`src/rtl/swl_pkg.sv`:
```
package swl_pkg;
  localparam logic [1:0] ADR_CTRL = 2'd0;
  localparam logic [1:0] ADR_DLO  = 2'd1;
  localparam logic [1:0] ADR_DHI  = 2'd2;
  localparam logic [1:0] ADR_GO   = 2'd3;

  localparam int CB_LSB_FIRST   = 0;
  localparam int CB_SAMPLE_FALL = 1;
  localparam int CB_LEN24       = 2;
  localparam int CB_MAN_SCL     = 3;
  localparam int CB_MAN_SDA     = 4;

  localparam int WORD_BITS = 24;

  typedef struct packed {
    logic [7:0] dev;
    logic       lsb_first;
    logic       sample_fall;
    logic       len24;
  } xfer_cfg_t;

  typedef enum logic [1:0] {ST_IDLE, ST_SHIFT, ST_LATCH} eng_state_t;

  function automatic logic pick_bit(input logic [WORD_BITS-1:0] w,
                                    input logic [4:0] k,
                                    input logic lsb,
                                    input logic len24);
    logic [4:0] idx;
    idx = lsb ? k : ((len24 ? 5'd23 : 5'd15) - k);
    return w[idx];
  endfunction
endpackage

```
`src/rtl/swl_regfile.sv`:
```
module swl_regfile
  import swl_pkg::*;
(
  input  logic                 clk,
  input  logic                 rst,
  input  logic                 wr_en,
  input  logic [1:0]           wr_addr,
  input  logic [15:0]          wr_data,
  output xfer_cfg_t            cfg,
  output logic [WORD_BITS-1:0] word,
  output logic                 man_scl,
  output logic                 man_sda,
  output logic                 start
);
  logic [15:0] lo_q;
  logic [7:0]  hi_q;

  always_ff @(posedge clk) begin
    if (rst) begin
      cfg     <= '0;
      lo_q    <= '0;
      hi_q    <= '0;
      man_scl <= 1'b1;
      man_sda <= 1'b1;
      start   <= 1'b0;
    end else begin
      start <= wr_en && (wr_addr == ADR_GO);
      if (wr_en) begin
        case (wr_addr)
          ADR_CTRL: begin
            cfg.lsb_first   <= wr_data[CB_LSB_FIRST];
            cfg.sample_fall <= wr_data[CB_SAMPLE_FALL];
            cfg.len24       <= wr_data[CB_LEN24];
            cfg.dev         <= wr_data[15:8];
            man_scl         <= wr_data[CB_MAN_SCL];
            man_sda         <= wr_data[CB_MAN_SDA];
          end
          ADR_DLO: lo_q <= wr_data;
          ADR_DHI: hi_q <= wr_data[15:8];
          default: ;
        endcase
      end
    end
  end

  assign word = {hi_q, lo_q};


  man_line_follow_chk: assert property (@(posedge clk) disable iff (rst)
    (wr_en && wr_addr == ADR_CTRL) |=> (man_scl == $past(wr_data[CB_MAN_SCL]) &&
                                        man_sda == $past(wr_data[CB_MAN_SDA])));
endmodule

```
`src/rtl/swl_timebase.sv`:
```
module swl_timebase #(
  parameter int HALF_DIV = 8
) (
  input  logic clk,
  input  logic rst,
  input  logic run,
  output logic tick
);
  localparam int CW = (HALF_DIV > 1) ? $clog2(HALF_DIV) : 1;
  localparam logic [CW-1:0] LAST = CW'(HALF_DIV - 1);

  logic [CW-1:0] cnt;

  always_ff @(posedge clk) begin
    if (rst || !run) cnt <= '0;
    else if (cnt == LAST) cnt <= '0;
    else cnt <= cnt + 1'b1;
  end

  assign tick = run && (cnt == LAST);


  half_period_range_chk: assert property (@(posedge clk) disable iff (rst)
    !run |=> (cnt == '0));
endmodule

```
`src/rtl/swl_engine.sv`:
```
module swl_engine
  import swl_pkg::*;
#(
  parameter int NUM_DEV = 4
) (
  input  logic                 clk,
  input  logic                 rst,
  input  logic                 start,
  input  xfer_cfg_t            cfg,
  input  logic [WORD_BITS-1:0] word,
  input  logic                 tick,
  output logic                 run,
  output logic                 busy,
  output logic                 sclk,
  output logic                 sdata,
  output logic [NUM_DEV-1:0]   dev_en,
  output logic [NUM_DEV-1:0]   dev_latch
);
  eng_state_t           state;
  logic                 phase_b;
  logic [4:0]           bit_cnt;
  logic                 lsb_q, fall_q, len24_q;
  logic [WORD_BITS-1:0] word_q;
  logic [NUM_DEV-1:0]   new_sel;
  logic                 last_bit;
  logic [4:0]           next_cnt;

  for (genvar g = 0; g < NUM_DEV; g++) begin : g_sel
    assign new_sel[g] = (cfg.dev == 8'(g));
  end

  assign last_bit = (bit_cnt == (len24_q ? 5'd23 : 5'd15));
  assign next_cnt = bit_cnt + 5'd1;
  assign run      = (state == ST_SHIFT);

  always_ff @(posedge clk) begin
    if (rst) begin
      state     <= ST_IDLE;
      busy      <= 1'b0;
      sclk      <= 1'b0;
      sdata     <= 1'b0;
      dev_en    <= '0;
      dev_latch <= '0;
      phase_b   <= 1'b0;
      bit_cnt   <= '0;
      lsb_q     <= 1'b0;
      fall_q    <= 1'b0;
      len24_q   <= 1'b0;
      word_q    <= '0;
    end else begin
      case (state)
        ST_IDLE: begin
          sclk      <= cfg.sample_fall;
          dev_latch <= '0;
          if (start) begin
            state   <= ST_SHIFT;
            busy    <= 1'b1;
            lsb_q   <= cfg.lsb_first;
            fall_q  <= cfg.sample_fall;
            len24_q <= cfg.len24;
            word_q  <= word;
            bit_cnt <= '0;
            phase_b <= 1'b0;
            sdata   <= pick_bit(word, 5'd0, cfg.lsb_first, cfg.len24);
            dev_en  <= new_sel;
          end
        end
        ST_SHIFT: begin
          if (tick) begin
            if (!phase_b) begin
              phase_b <= 1'b1;
              sclk    <= ~fall_q;
            end else if (last_bit) begin
              state     <= ST_LATCH;
              sclk      <= fall_q;
              dev_latch <= dev_en;
              dev_en    <= '0;
            end else begin
              bit_cnt <= next_cnt;
              phase_b <= 1'b0;
              sclk    <= fall_q;
              sdata   <= pick_bit(word_q, next_cnt, lsb_q, len24_q);
            end
          end
        end
        default: begin
          dev_latch <= '0;
          busy      <= 1'b0;
          sdata     <= 1'b0;
          state     <= ST_IDLE;
        end
      endcase
    end
  end


  one_select_chk: assert property (@(posedge clk) disable iff (rst)
    $onehot0(dev_en));

  latch_single_chk: assert property (@(posedge clk) disable iff (rst)
    (|dev_latch) |=> (dev_latch == '0));

  latch_after_en_chk: assert property (@(posedge clk) disable iff (rst)
    (|dev_latch) |-> (dev_en == '0 && $past(dev_en) == dev_latch));

  restart_ignored_chk: assert property (@(posedge clk) disable iff (rst)
    (state == ST_SHIFT && start) |=> $stable(word_q));

  data_hold_chk: assert property (@(posedge clk) disable iff (rst)
    (state == ST_SHIFT && tick && !phase_b) |=> $stable(sdata));

  sclk_hold_chk: assert property (@(posedge clk) disable iff (rst)
    (state == ST_SHIFT && !tick) |=> $stable(sclk));
endmodule

```
`src/rtl/ser_word_loader.sv`:
```
module ser_word_loader
  import swl_pkg::*;
#(
  parameter int NUM_DEV  = 4,
  parameter int HALF_DIV = 8
) (
  input  logic               clk,
  input  logic               rst,
  input  logic               wr_en,
  input  logic [1:0]         wr_addr,
  input  logic [15:0]        wr_data,
  output logic               busy,
  output logic               sclk,
  output logic               sdata,
  output logic [NUM_DEV-1:0] dev_en,
  output logic [NUM_DEV-1:0] dev_latch,
  output logic               bus_scl,
  output logic               bus_sda
);
  xfer_cfg_t            cfg;
  logic [WORD_BITS-1:0] word;
  logic                 start;
  logic                 run;
  logic                 tick;

  swl_regfile u_regs (
    .clk(clk), .rst(rst), .wr_en(wr_en), .wr_addr(wr_addr), .wr_data(wr_data),
    .cfg(cfg), .word(word), .man_scl(bus_scl), .man_sda(bus_sda), .start(start)
  );

  swl_timebase #(.HALF_DIV(HALF_DIV)) u_tb (
    .clk(clk), .rst(rst), .run(run), .tick(tick)
  );

  swl_engine #(.NUM_DEV(NUM_DEV)) u_eng (
    .clk(clk), .rst(rst), .start(start), .cfg(cfg), .word(word), .tick(tick),
    .run(run), .busy(busy), .sclk(sclk), .sdata(sdata),
    .dev_en(dev_en), .dev_latch(dev_latch)
  );
endmodule

```
`config.mk`:
```
export PLATFORM = sky130hd
export DESIGN_NAME = ser_word_loader
export DESIGN_NICKNAME = d
export VERILOG_FILES = /design/src/rtl/swl_pkg.sv /design/src/rtl/swl_regfile.sv /design/src/rtl/swl_timebase.sv /design/src/rtl/swl_engine.sv /design/src/rtl/ser_word_loader.sv
export SDC_FILE = /design/constraint.sdc
export NUM_CORES = 1
export LEC_CHECK = 0
export ABC_AREA = 1
export BUFFER_PORTS_ARGS = -buffer_cell sky130_fd_sc_hd__buf_2
export CAP_MARGIN = 40
export CORE_MARGIN = 10
export CORE_UTILIZATION = 30
export DETAILED_ROUTE_END_ITERATION = 10
export GPL_TIMING_DRIVEN = 0
export PLACE_DENSITY_LB_ADDON = 0.25
export SYNTH_ARGS = -nofsm -noshare
export SYNTH_HDL_FRONTEND = slang
export SYNTH_HIERARCHICAL = 1
export SYNTH_SLANG_ARGS = --single-unit
```
`constraint.sdc`:
```
create_clock -name clk -period 2.8 [get_ports clk]
set_clock_uncertainty 0.2 [all_clocks]
set_input_delay 0.7 -clock clk [delete_from_list [all_inputs] [get_ports clk]]
set_output_delay 0.7 -clock clk [all_outputs]
set_load 0.01 [all_outputs]
```
Yosys cells after proc, flatten, opt, wreduce, memory -nomap -nowiden
Index checks and enable logic that the tools add are counted.

operators by class
  add/sub/neg operators = 3
  multiply operators = 0
  divide/modulo/power cells = 0
  order comparisons = 2
  equal/unequal tests = 14
  shift-type cells = 0
  muxes and demuxes = 38
  bitwise gates (word level) = 2
  reduce and logical (&&, ||, !) cells = 22

operator list
  operator                                                count
  two-way mux 5 bit                                       8
  equality test 8 x 2 -> 1 bit (second input constant)    2
  two-way mux 4 bit                                       4
  two-way mux 1 bit                                       13
  < comparator 5 x 6 -> 1 bit (second input constant)     2
  AND reduction 2 bit                                     6
  binary-select mux 1 bit (select 5 bit)                  2
  one-hot mux 5 bit (2 select lines)                      1
  AND reduction 5 bit                                     2
  equality test 8 x 1 -> 1 bit (second input constant)    1
  zero test 8 bit                                         1
  two-way mux 2 bit                                       4
  one-hot mux 1 bit (2 select lines)                      4
  one-hot mux 4 bit (2 select lines)                      1
  AND reduction 4 bit                                     2
  inequality test 2 bit (second input constant)           3
  AND reduction 3 bit                                     2
  adder 5 x 1 -> 5 bit (second input constant)            1
  equality test 5 bit                                     1
  subtractor 5 bit                                        1
  equality test 2 x 1 -> 1 bit (second input constant)    2
  equality test 2 bit (second input constant)             2
  zero test 2 bit                                         2
  inequality test 2 x 1 -> 1 bit (second input constant)  2
  other kinds (9)                                         12

word-level totals
  register bits = 87
  bits in latches = 0
  bits in writable memories = 0
  memory bits (read-only) = 0
  input bits = 21
  output and inout port bits = 13
  word-level logic and storage cells = 103
  memories = 0

Depth between registers and ports, before layout
  depth in word-level cells = 9
  depth in mapped cells = 18
  gate-level depth less buffers = 18

Cells and area by module
The synthesis kept the hierarchy.

modules (own cells, without submodules)
  module        instances  cells each  area each (um^2)  sequential area each (um^2)
  swl_engine    1          324         2233.4            920.9
  swl_regfile   1          240         1621.6            760.7
  swl_timebase  1          15          128.9             60.1

Worst setup path after synthesis
No wires, ideal clock.

  path kind = reg-to-reg
  from = reg u_eng.bit_cnt[0]
  to = reg u_eng.sdata
  library setup time = 66 ps
  data arrival time = 1763 ps
  required time = 2534 ps
  path slack = 771 ps
  cell stages (with the launch flop) = 14
  buffers on the path = 0
  clock period less this slack = 2029 ps
  cells stage by stage = dfxtp_1 nand4_1 and2_1 ha_1 or2_2 nand2_1 nor2_1 nand3_1 nand2_1 nor2_1 nand2_1 nand2_1 nand2_1 a21oi_2

on the way
  cells in the longest elaborated chain, start to end = 9
  elaborated cells between the ends (all ways) = 12
  classes of those cells = add/sub: 2; eq/ne: 2; mux: 7; reduce/logical: 1

RTL lines
  element                                  RTL line          source
  start: declaration                       swl_engine.sv:21  logic [4:0] bit_cnt;
  start signal: assignment                 swl_engine.sv:79  bit_cnt <= next_cnt;
  adder 5 x 1 -> 5 bit                     swl_engine.sv:33  assign next_cnt = bit_cnt + 5'd1;
  subtractor 5 bit                         swl_pkg.sv:29     idx = lsb ? k : ((len24 ? 5'd23 : 5'd15) - k);
  two-way mux 5 bit                        swl_pkg.sv:29
  binary-select mux 1 bit (select 5 bit)   swl_pkg.sv:30     return w[idx];
  two-way mux 1 bit (implied by the code)  swl_pkg.sv:30
  two-way mux 1 bit                        swl_engine.sv:73  end else if (last_bit) begin
  two-way mux 1 bit                        swl_engine.sv:70  if (!phase_b) begin
  two-way mux 1 bit                        swl_engine.sv:69  if (tick) begin
  one-hot mux 1 bit (2 select lines)       swl_engine.sv:51  case (state)
  end signal: assignment                   swl_engine.sv:64  sdata <= pick_bit(word, 5'd0, cfg.lsb_first, cfg.len24);
  end signal: assignment                   swl_engine.sv:82  sdata <= pick_bit(word_q, next_cnt, lsb_q, len24_q);
  end: declaration                         swl_engine.sv:15  output logic sdata,

Parallel ways exist; a longest one is shown, timed or not. The select of a mux whose other input is x is not followed.
A chain may end at the register's enable or synchronous reset.

Worst setup path after layout
Ends and elaborated chain as after synthesis.

==> flow_summary.toml <==
[synth]
postSynthCellCount = 579
post_synth.cell_area_avg_sq_um = 6.88
syn_nets = 604
synth.cell_area_sq_um = 3980
synth-seq-cells = 87
synthTopCellsByArea = "sky130_fd_sc_hd__dfxtp_1 (44%), sky130_fd_sc_hd__nor2_1 (11%), sky130_fd_sc_hd__nand2_1 (11%)"
synth_area_leader_cell = "sky130_fd_sc_hd__dfxtp_1"
yosys.area.top_type_share_pct = 43.7
yosysUniqueCellTypes = 35
sequential_fraction_of_the_synthesis_area_pct = 43.7
synth_warnings = 6

[cts]
holdBufCountCts = 0
cts.htree.levels = 3
cts_inserted_buffers = 9
cts_tree = "built"
cts.repair.resized = 0
clock-root-buffer = "sky130_fd_sc_hd__clkbuf_16"
post_cts_buffers = 0
clock_tree.buffer_depth = 2
cts.clk_slew.worst_paths_ps = 60
clk-insertion-delay-late_ps = 330
cts_sink_count = 87

[timing]
final_period_minus_worst_setup_slack_ps = 2290
drv_slew = 0
rsz0062_at_grt = "no"
setup_slack_ps = 507
layout_worst_path_cycle_share_pct = 81.9
max_slew.worst_pin.slew_ps = 604
slew-limit-headroom_pct = 59.4
timing.setup.tns_ps = 0
finalSetupViolCount = 0
hold_viol = 0
clock.fmax_mhz = 436

[worst_setup_path]
worst_setup_path_end_kind = "register"
critical_path_buf_inv_count = 0
cells_along_the_critical_path = "nand3_1 -> nand2_1 -> and2_1 -> ha_1 -> or2_2 -> nand2_1 -> nor2_1 -> nand3_1 -> nand2_1 -> nor2_1 -> nand2_1 -> nand2_1 -> nand2_1 -> a21oi_2"
startpoint_class = "register"
crit_path_top_delay_cell = "sky130_fd_sc_hd__dfxtp_1"
data_required_time_at_the_worst_endpoint_ps = 2870
worstSetupPathType = "reg2reg"
r2r_cells = 14
path_common_cell = "sky130_fd_sc_hd__nand2_1"
critical_path.max_stage_delay_ps = 470
crit_cells = 14
critPathMaxFanout = 6
category_of_cells_accounting_for_the_largest_share_of_critical_path_delay = "simple AND/OR/NAND/NOR gates"
critPathArrivalTime_ps = 2360

[final_layout]
final_nets = 647
areaGrowthSynthToFinish_pct = 17.1
post_route_cell_area_sq_um = 4660
drive_gt1_share_pct = 13.9
num_antenna_cells = 0
stdcell_count = 802
nFillCells = 1482

[floorplan]
die_width_um = 135
core_sq_um = 13100
area_of_the_die_sq_um = 18300
die_y_um = 135
row_count = 42
initial_core_utilization_pct = 30.3
io-pin-count = 34

[pwr]
p_int_mw = 2.11
seqPwrFrac_pct = 47.5
powerDensity_nw_per_um2 = 593
power_switching_mw = 0.653
p_leak_nw = 2.15
p_clk_share_pct = 43.4
comb_power_share_pct = 9.1
p_sw_share_pct = 23.6
peakVddDrop_mv = 0.257

[global_routing]
grt_pass1_wl_um = 16300
grt_start_max_net_pins = 14
first_global_vias = 3396
globalRouteOverflowTotal = 0
grt_antenna_before_repair = 0
grt_usage_pct = 11.0

[drt]
dr_total_vias = 3518
drt-initial-drc-count = 186
drcViolationCount = 0
route.final.wire_length_um = 9810
drtAntennaViolNets = 0
drt-pass1-iter-count = 4
routed_wire_length_per_instance_um = 12.2
route.detailed.vias_per_inst = 4.39

[place]
dpl.cell_count = 787
detailed_place_hpwl_um = 7600
place_congestion = 0.869
postPlaceCellArea_sq_um = 4360
pre_cts_ws_ps = 506
buffer_ports.inserted = 32

[outcome]
result_of_the_run = "complete, no violations"

[worst_hold_path]
worst_hold_path_type = "reg2reg"
worst_hold_path.num_cells = 1

[job]
maxCapViolations = 0
per-stage QoR:
step	util [%]	power, mW	hold WS, ps
finish	35.5	2.76	219
global route	35.5	2.89	244
CTS	35.5	2.80	224
detailed placement	33.2	1.59	215
global placement	33.2	1.59	207
floorplan	-	1.51	197
cell usage after synthesis:
library cell	n
sky130_fd_sc_hd__nor2_2	1
sky130_fd_sc_hd__or2_0	1
sky130_fd_sc_hd__a211oi_1	1
sky130_fd_sc_hd__inv_2	7
sky130_fd_sc_hd__o21ai_0	36
sky130_fd_sc_hd__or2_2	2
sky130_fd_sc_hd__ha_1	4
sky130_fd_sc_hd__o22ai_1	1
sky130_fd_sc_hd__inv_6	1
sky130_fd_sc_hd__a21oi_2	1
sky130_fd_sc_hd__clkbuf_1	8
sky130_fd_sc_hd__nor3_2	1
sky130_fd_sc_hd__inv_1	69
sky130_fd_sc_hd__o21ai_2	1
sky130_fd_sc_hd__xnor2_1	1
sky130_fd_sc_hd__nand4_1	4
sky130_fd_sc_hd__dfxtp_1	87
sky130_fd_sc_hd__o211ai_1	4
sky130_fd_sc_hd__nand2_4	3
sky130_fd_sc_hd__nor4_1	1
sky130_fd_sc_hd__nand2_1	115
sky130_fd_sc_hd__nand3_2	2
sky130_fd_sc_hd__nor2_1	117
sky130_fd_sc_hd__buf_4	4
sky130_fd_sc_hd__nand2_2	5
sky130_fd_sc_hd__buf_6	4
sky130_fd_sc_hd__a21oi_1	28
sky130_fd_sc_hd__buf_2	6
sky130_fd_sc_hd__or2_1	1
sky130_fd_sc_hd__nand3_4	1
sky130_fd_sc_hd__a31oi_1	2
sky130_fd_sc_hd__nand3_1	51
sky130_fd_sc_hd__and2_1	1
sky130_fd_sc_hd__nor2_4	2
sky130_fd_sc_hd__o21ai_1	6
sequential cells by signal, summed over array words and instances, names as in the netlist, 2 cells and up:
| signal | flops |
|---|---|
| u_tb/cnt | 3 |
| u_regs/cfg | 11 |
| u_eng/dev_latch | 4 |
| u_eng/word_q | 24 |
| u_regs/lo_q | 16 |
| u_eng/state | 2 |
| u_eng/dev_en | 4 |
| u_regs/hi_q | 8 |
| u_eng/bit_cnt | 5 |
metal layers:
layer	wire length, um	track usage (%)
met1	4680	13.5
met2	4660	18.3
met3	360	2.74
met4	104	3.59
met5	0	0
final cells by class:
type	count	area [sq um]	share of cell area, %
clock buffer	12	256	5.50
buffer	22	135	2.90
sequential	87	1740	37.3
inverter	77	294	6.31
multi-input combinational	393	1810	38.9
tap	176	220	4.72
clock inverter	3	42.5	0.912
timing repair buffer	32	160	3.43
kinds of logic (layout without fill, tap and decap cells):
group,count (synthesis),after routing,share of synthesized area [%]
adder cells (fa/ha/maj),4,4,1.26
XOR/XNOR,1,1,0.220
AND/OR/NAND/NOR,308,308,33.4
AO/OA/AOI/OAI,80,80,10.6
flip-flops,87,87,43.7
buffers and inverters,99,146,10.8
path summary, 6_finish.rpt:
check                           startpoint  slack [ps]                        to
max          u_eng/bit_cnt[0]$_SDFFE_PP0P_         510  u_eng/sdata$_SDFFE_PP0P_
min                 u_tb/cnt[0]$_SDFF_PP0_         220    u_tb/cnt[0]$_SDFF_PP0_
max reg2reg  u_eng/bit_cnt[0]$_SDFFE_PP0P_         510  u_eng/sdata$_SDFFE_PP0P_
min reg2reg         u_tb/cnt[0]$_SDFF_PP0_         220    u_tb/cnt[0]$_SDFF_PP0_
power by group through the flow:
stage                     clock (mW)  combinational [mW]  sequential (mW)
after floorplan                    0               0.176             1.33
after CTS                       1.23               0.255             1.31
after global placement             0               0.250             1.34
final                           1.20               0.252             1.31
after global routing            1.28               0.291             1.32
after detailed placement           0               0.253             1.34
placed cells by master, fill, tap and decap left out, drive strengths merged, types with 2 or more instances in the layout:
master	n
nand2	123
nor2	120
dfxtp	87
inv	77
nand3	54
buf	46
o21ai	43
a21oi	29
clkbuf	20
nand4	4
o211ai	4
ha	4
or2	4
a31oi	2
Note: power is estimated with default switching activity, not from simulation.
